--- src/rtl/phc_pkg.sv ---
package phc_pkg;

  typedef enum logic [1:0] {
    DRIFT_KEEP  = 2'd0,
    DRIFT_LOAD  = 2'd1,
    DRIFT_CLEAR = 2'd2
  } drift_op_e;

  typedef enum logic [1:0] {
    OFS_HOLD = 2'd0,
    OFS_ADD  = 2'd1,
    OFS_SUB  = 2'd2
  } offset_op_e;

  localparam int unsigned DONE_LAT = 2;

endpackage

--- src/rtl/phc_cmd_decode.sv ---
module phc_cmd_decode
  import phc_pkg::*;
(
  input  logic       clk,
  input  logic       rst_n,
  input  logic       cmd_valid,
  input  logic [1:0] drift_op,
  input  logic [1:0] offset_op,
  output logic       drift_load,
  output logic       drift_clear,
  output logic       ofs_add,
  output logic       ofs_sub,
  output logic       cmd_done
);

  // operation decode; reserved codes decode to nothing
  always_comb begin
    drift_load  = cmd_valid && (drift_op  == DRIFT_LOAD);
    drift_clear = cmd_valid && (drift_op  == DRIFT_CLEAR);
    ofs_add     = cmd_valid && (offset_op == OFS_ADD);
    ofs_sub     = cmd_valid && (offset_op == OFS_SUB);
  end

  // completion delay line, one flop per stage
  generate
    for (genvar g = 0; g < DONE_LAT; g++) begin : g_done
      logic q;
      if (g == 0) begin : g_first
        always_ff @(posedge clk or negedge rst_n) begin
          if (!rst_n) q <= 1'b0;
          else        q <= cmd_valid;
        end
      end else begin : g_next
        always_ff @(posedge clk or negedge rst_n) begin
          if (!rst_n) q <= 1'b0;
          else        q <= g_done[g-1].q;
        end
      end
    end
  endgenerate

  assign cmd_done = g_done[DONE_LAT-1].q;

endmodule

--- src/rtl/phc_drift_sched.sv ---
module phc_drift_sched #(
  parameter int unsigned DRIFT_W  = 8,
  parameter int unsigned PERIOD_W = 32
) (
  input  logic                clk,
  input  logic                rst_n,
  input  logic                drift_load,
  input  logic                drift_clear,
  input  logic                dir_in,
  input  logic [DRIFT_W-1:0]  val_in,
  input  logic [PERIOD_W-1:0] period_in,
  output logic                drift_step,
  output logic                dir_q,
  output logic [DRIFT_W-1:0]  val_q,
  output logic [PERIOD_W-1:0] period_q,
  output logic [PERIOD_W-1:0] period_cnt
);

  localparam logic [PERIOD_W-1:0] ONE = PERIOD_W'(1);

  function automatic logic step_due(input logic [PERIOD_W-1:0] per,
                                    input logic [PERIOD_W-1:0] cnt);
    return (per != '0) && (cnt == per - ONE);
  endfunction

  assign drift_step = step_due(period_q, period_cnt);

  always_ff @(posedge clk or negedge rst_n) begin
    if (!rst_n) begin
      dir_q    <= 1'b0;
      val_q    <= '0;
      period_q <= '0;
    end else if (drift_load) begin
      dir_q    <= dir_in;
      val_q    <= val_in;
      period_q <= period_in;
    end else if (drift_clear) begin
      dir_q    <= 1'b0;
      val_q    <= '0;
      period_q <= '0;
    end
  end

  always_ff @(posedge clk or negedge rst_n) begin
    if (!rst_n)                            period_cnt <= '0;
    else if (drift_load || drift_clear)    period_cnt <= '0;
    else if (period_q == '0 || drift_step) period_cnt <= '0;
    else                                   period_cnt <= period_cnt + ONE;
  end

endmodule

--- src/rtl/phc_time_acc.sv ---
module phc_time_acc #(
  parameter int unsigned TIME_W  = 64,
  parameter int unsigned DRIFT_W = 8,
  parameter int unsigned NOM_INC = 8
) (
  input  logic               clk,
  input  logic               rst_n,
  input  logic               drift_step,
  input  logic               dir_q,
  input  logic [DRIFT_W-1:0] val_q,
  input  logic               ofs_add,
  input  logic               ofs_sub,
  input  logic [TIME_W-1:0]  delta,
  output logic [TIME_W-1:0]  time_q
);

  localparam logic [TIME_W-1:0] NOM = TIME_W'(NOM_INC);

  function automatic logic [TIME_W-1:0] drift_term(input logic step,
                                                   input logic dir,
                                                   input logic [DRIFT_W-1:0] v);
    logic [TIME_W-1:0] ext;
    ext = {{(TIME_W-DRIFT_W){1'b0}}, v};
    if (!step)    return '0;
    else if (dir) return ext;
    else          return '0 - ext;
  endfunction

  function automatic logic [TIME_W-1:0] offset_term(input logic add,
                                                    input logic sub,
                                                    input logic [TIME_W-1:0] d);
    if (add)      return d;
    else if (sub) return '0 - d;
    else          return '0;
  endfunction

  logic [TIME_W-1:0] time_nx;
  assign time_nx = time_q + NOM + drift_term(drift_step, dir_q, val_q)
                 + offset_term(ofs_add, ofs_sub, delta);

  always_ff @(posedge clk or negedge rst_n) begin
    if (!rst_n) time_q <= '0;
    else        time_q <= time_nx;
  end

endmodule

--- src/rtl/phc_drift_clock.sv ---
module phc_drift_clock #(
  parameter int unsigned TIME_W   = 64,
  parameter int unsigned DRIFT_W  = 8,
  parameter int unsigned PERIOD_W = 32,
  parameter int unsigned NOM_INC  = 8
) (
  input  logic                  clk,
  input  logic                  rst_n,
  input  logic                  cmd_valid,
  input  logic [1:0]            drift_op,
  input  logic [1:0]            offset_op,
  input  logic                  drift_dir,
  input  logic [DRIFT_W-1:0]    drift_step_val,
  input  logic [PERIOD_W-1:0]   drift_period,
  input  logic [TIME_W/2-1:0]   offset_lo,
  input  logic [TIME_W/2-1:0]   offset_hi,
  output logic                  cmd_done,
  output logic [TIME_W-1:0]     time_now
);

  logic                drift_load, drift_clear, ofs_add, ofs_sub;
  logic                drift_step, dir_q;
  logic [DRIFT_W-1:0]  drift_val_q;
  logic [PERIOD_W-1:0] period_q, period_cnt;
  logic [TIME_W-1:0]   delta;

  assign delta = {offset_hi, offset_lo};

  phc_cmd_decode u_dec (
    .clk        (clk),
    .rst_n      (rst_n),
    .cmd_valid  (cmd_valid),
    .drift_op   (drift_op),
    .offset_op  (offset_op),
    .drift_load (drift_load),
    .drift_clear(drift_clear),
    .ofs_add    (ofs_add),
    .ofs_sub    (ofs_sub),
    .cmd_done   (cmd_done)
  );

  phc_drift_sched #(.DRIFT_W(DRIFT_W), .PERIOD_W(PERIOD_W)) u_sched (
    .clk        (clk),
    .rst_n      (rst_n),
    .drift_load (drift_load),
    .drift_clear(drift_clear),
    .dir_in     (drift_dir),
    .val_in     (drift_step_val),
    .period_in  (drift_period),
    .drift_step (drift_step),
    .dir_q      (dir_q),
    .val_q      (drift_val_q),
    .period_q   (period_q),
    .period_cnt (period_cnt)
  );

  phc_time_acc #(.TIME_W(TIME_W), .DRIFT_W(DRIFT_W), .NOM_INC(NOM_INC)) u_acc (
    .clk       (clk),
    .rst_n     (rst_n),
    .drift_step(drift_step),
    .dir_q     (dir_q),
    .val_q     (drift_val_q),
    .ofs_add   (ofs_add),
    .ofs_sub   (ofs_sub),
    .delta     (delta),
    .time_q    (time_now)
  );

endmodule

--- config.mk ---
export PLATFORM = sky130hd
export DESIGN_NAME = phc_drift_clock
export DESIGN_NICKNAME = d
export VERILOG_FILES = /design/src/rtl/phc_pkg.sv /design/src/rtl/phc_cmd_decode.sv /design/src/rtl/phc_drift_sched.sv /design/src/rtl/phc_time_acc.sv /design/src/rtl/phc_drift_clock.sv
export SDC_FILE = /design/constraint.sdc
export NUM_CORES = 1
export LEC_CHECK = 0
export ABC_AREA = 1
export ABC_CLOCK_PERIOD_IN_PS = 9800
export BUFFER_PORTS_ARGS = -buffer_cell sky130_fd_sc_hd__clkbuf_2
export CORE_MARGIN = 2
export CORE_UTILIZATION = 50
export CTS_CLUSTER_DIAMETER = 150
export DETAILED_ROUTE_END_ITERATION = 10
export HOLD_SLACK_MARGIN = 0.06
export PLACE_DENSITY = 0.69
export SETUP_SLACK_MARGIN = 0.5
export SLEW_MARGIN = 20
export SYNTH_ARGS = -nofsm -noshare
export SYNTH_HDL_FRONTEND = slang
export SYNTH_SLANG_ARGS = --single-unit
--- constraint.sdc ---
create_clock -name clk -period 9.8 [get_ports clk]
set_clock_uncertainty 0.1 [all_clocks]
set_input_delay 0 -clock clk [delete_from_list [all_inputs] [get_ports clk]]
set_output_delay 0 -clock clk [all_outputs]
set_load 0.02 [all_outputs]
==> run_results.csv <==
group,metric,value,unit
critical_path,cp-start-kind,"register",
logic_synthesis,synth_compound_area_share,13.61,%
logic_synthesis,synthCells,2111,
critical_path,critPathMaxFanout,25,
sta,relSlewSlack,27.95,%
critical_path,cpLargestDelayFamily,"simple AND/OR/NAND/NOR gates",
global_route,globalRouteTotalUtil,34.31,%
run_status,outcome,"completed",
sta,rsz0062_at_grt,"no",
place,place_hpwl,42.28,mm
sta,hold_viol_final,0,
route,post_drt_wl_per_cell,19.19,microns
critical_path,crit_path_max_incr_delay,0.68,ns
critical_path,r2r_slack,2.57,ns
logic_synthesis,ys_warn_count,0,
floorplan,start_util,50.66,%
global_route,antenna_found_initial,1,
route,drc,0,
floorplan,dieArea,0.03135,sq mm
clock_network,cts_setup_buffers,0,
sta,worst_pin_slew,1.080,ns
logic_synthesis,synth_area,0.01497,sq mm
sta,fmax,0.1383,GHz
floorplan,core,0.02956,sq mm
sta,period_needed,7.230,ns
logic_synthesis,synth-edff-count,0,
route,via_count,15660,
route,viasPerCell,5.671,
place,port_buffers,176,
hold_path,min_path_type,"input pin to asynchronous set/reset pin",
sta,slew_violations,0,
finish,layoutNonFillerInstCount,2762,
power,powerDensity,209.1,mW/mm^2
global_route,grt_pass1_wl,82.72,mm
logic_synthesis,synth-seq-cells,139,
route,routed_wl,53.00,mm
logic_synthesis,synth_fp_nets,2415,
clock_network,cts_made_buffers,17,
run,drv_cap,0,
clock_network,cts_root_buf,"clkbuf_16",
clock_network,cts_sinks,139,
finish,drive_gt1_share,11.47,%
floorplan,io_pins,177,
clock_network,cts_tree,"built",
global_route,gr-total-overflow,0,
clock_network,worstSkewPairLatency,0.45,ns
logic_synthesis,yosys-top-cells-area,"dfrtp_1 23%, ha_1 11%, fa_1 8.6%",
route,ant_nets,0,
critical_path,r2r_cells,29,
logic_synthesis,synthMuxAreaShare,0,%
finish,final_common_cell,"nand2_1",
critical_path,critical_path_class,"register to register",
critical_path,critPathBufInv,4,
logic_synthesis,synthAdderAreaFrac,19.25,%
route,dr.pass1.iters,6,
logic_synthesis,yosysSeqAreaShare,23.23,%
power,p_leak,8.907,nW
critical_path,reg2reg_to,"u_acc.time_q[44]",
logic_synthesis,yosys.area_share.simple,27.85,%
route,drt_iter0_markers,1193,
clock_network,clk_transition_reported_paths,0.08,ns
sta,finalSetupTns,0,ns
finish,layout_common_cells,"338 x nand2_1, 316 x inv_1, 287 x nor2_1, 175 x clkbuf_2, 149 x a21oi_1",
floorplan,rows,63,
sta,fin_crit_sh,73.78,%
global_route,grt_max_degree,76,
finish,fin_nets,2662,
critical_path,critical-path-slowest-cell,"inv_2",
place,dp.cells,2656,
global_route,grt_pass1_vias,15530,
sta,finalSetupViolations,0,
logic_synthesis,synthArstFlopShare,100.0,%
clock_network,htree_levels,4,
logic_synthesis,ys_types,52,
critical_path,cp_common_cell,"nand2_1",
critical_path,r2r-start,"u_sched.period_q[0]",
critical_path,cp-end-kind,"register",
critical_path,required,10.06,ns
power,vdd_drop_max,0.1606,mV
place,gp_congestion,0.9873,
logic_synthesis,synth.top_cell.area_share,23.23,%
logic_synthesis,ys.flop_type,"dfrtp_1",
floorplan,die_x,177.1,microns
logic_synthesis,synthXorXnorAreaFrac,7.136,%
critical_path,critPathArrivalTime,7.49,ns
clock_network,cts_buffer_depth,2,
logic_synthesis,synth.avg_cell_area,7.093,sq um
floorplan,die_h,177.1,microns
finish,area_delta_synth_final,17.82,%
logic_synthesis,synth_area_leader_cell,"dfrtp_1",
logic_synthesis,synth_top_family_by_area,"simple AND/OR/NAND/NOR gates",
cells by family after synthesis:
| family | Yosys count |
|---|---|
| AND/OR/NAND/NOR | 935 |
| adder cells (fa/ha/maj) | 192 |
| flip-flops | 139 |
| XOR/XNOR | 122 |
| buffers and inverters | 354 |
| AO/OA/AOI/OAI | 369 |
timing repair:
item | CTS | global route
gates resized for setup | 0 | 0
endpoints found under the hold margin | 118 | 0
hold buffers | 73 | 0
worst max-delay path by stage:
stage	start	endpoint	slack (ns)	cells after the start
floorplan	u_sched.period_q[0]	u_acc.time_q[44]	2.24	28
global placement	u_sched.period_q[0]	u_acc.time_q[44]	2.95	29
detailed placement	u_sched.period_q[0]	u_acc.time_q[44]	2.79	29
CTS	u_sched.period_q[0]	u_acc.time_q[44]	2.76	29
global route	u_sched.period_q[0]	u_acc.time_q[44]	2.13	29
finish	u_sched.period_q[0]	u_acc.time_q[44]	2.57	29
registers in the layout, summed over array words and instances, names as in the netlist:
name / cells
u_acc.time_q: 64
u_dec.g_done.q: 1
u_sched.val_q: 8
u_dec.cmd_done: 1
u_sched.period_cnt: 32
u_sched.dir_q: 1
u_sched.period_q: 32
cell usage after synthesis, types with 4 or more instances:
cell,instances
nor3b_1,5
nor3_2,5
xor2_1,80
o21ai_2,6
ha_1,128
nor2_2,10
nand2_1,338
nand2_2,5
nor4_1,20
clkbuf_1,28
nand4_1,29
fa_1,64
o21bai_1,4
o21a_1,10
dfrtp_1,139
or2_2,4
inv_2,4
a21o_1,8
nand3_1,140
xnor2_1,42
nor2_4,4
nand3b_1,7
o21ai_1,8
nor2_1,288
and3_1,4
o21ai_0,132
nor3_1,62
o211ai_1,4
a31oi_1,30
inv_1,317
a21oi_1,149
layer usage:
layer  track usage, %  routed length, microns  vias up
li1                 -                       -     7444
met1            42.91                   22040     7419
met2            58.09                   25180      654
met3            5.241                    3156      146
met4            16.05                    2621        0
met5                0                       0        -
cell type report:
| cell class | count | area [sq um] |
|---|---|---|
| tap | 390 | 488.0 |
| multi-input combinational | 1618 | 10170 |
| clock inverter | 15 | 175.2 |
| sequential | 139 | 3478 |
| clock buffer | 17 | 425.4 |
| timing repair buffer | 258 | 1685 |
| fill | 2798 | 11920 |
| inverter | 324 | 1216 |
| antenna | 1 | 2.502 |
worst reg2reg max path: cells and delay by family (launching register included):
kind	cells	cell delay, ns
fa+ha+maj	4	1.57
simple gates	15	1.94
compound gates	5	1.72
flops	1	0.39
xor+xnor	1	0.20
buf+inv	4	1.20
metrics by stage:
stage	instance area (sq um)	utilization (%)	worst slack, ns	hold slack, ns	total power, W
after floorplan	14970	-	2.237	-0.3956	0.002321
after global placement	16310	55.17	2.947	-0.02507	0.002937
after detailed placement	16310	55.17	2.794	-0.01547	0.002964
after CTS	17640	59.68	2.757	0.06020	0.003676
after global routing	17640	59.69	2.131	0.1172	0.003971
final	17640	59.69	2.570	0.04955	0.003689
report_power, final:
group	switching, W	internal, W	total, W
sequential	0.000182	0.000750	0.000932
combinational	0.00137	0.000718	0.00208
clock	0.000329	0.000344	0.000673
total	0.00188	0.00181	0.00369
(Power assumes the default switching activity.)
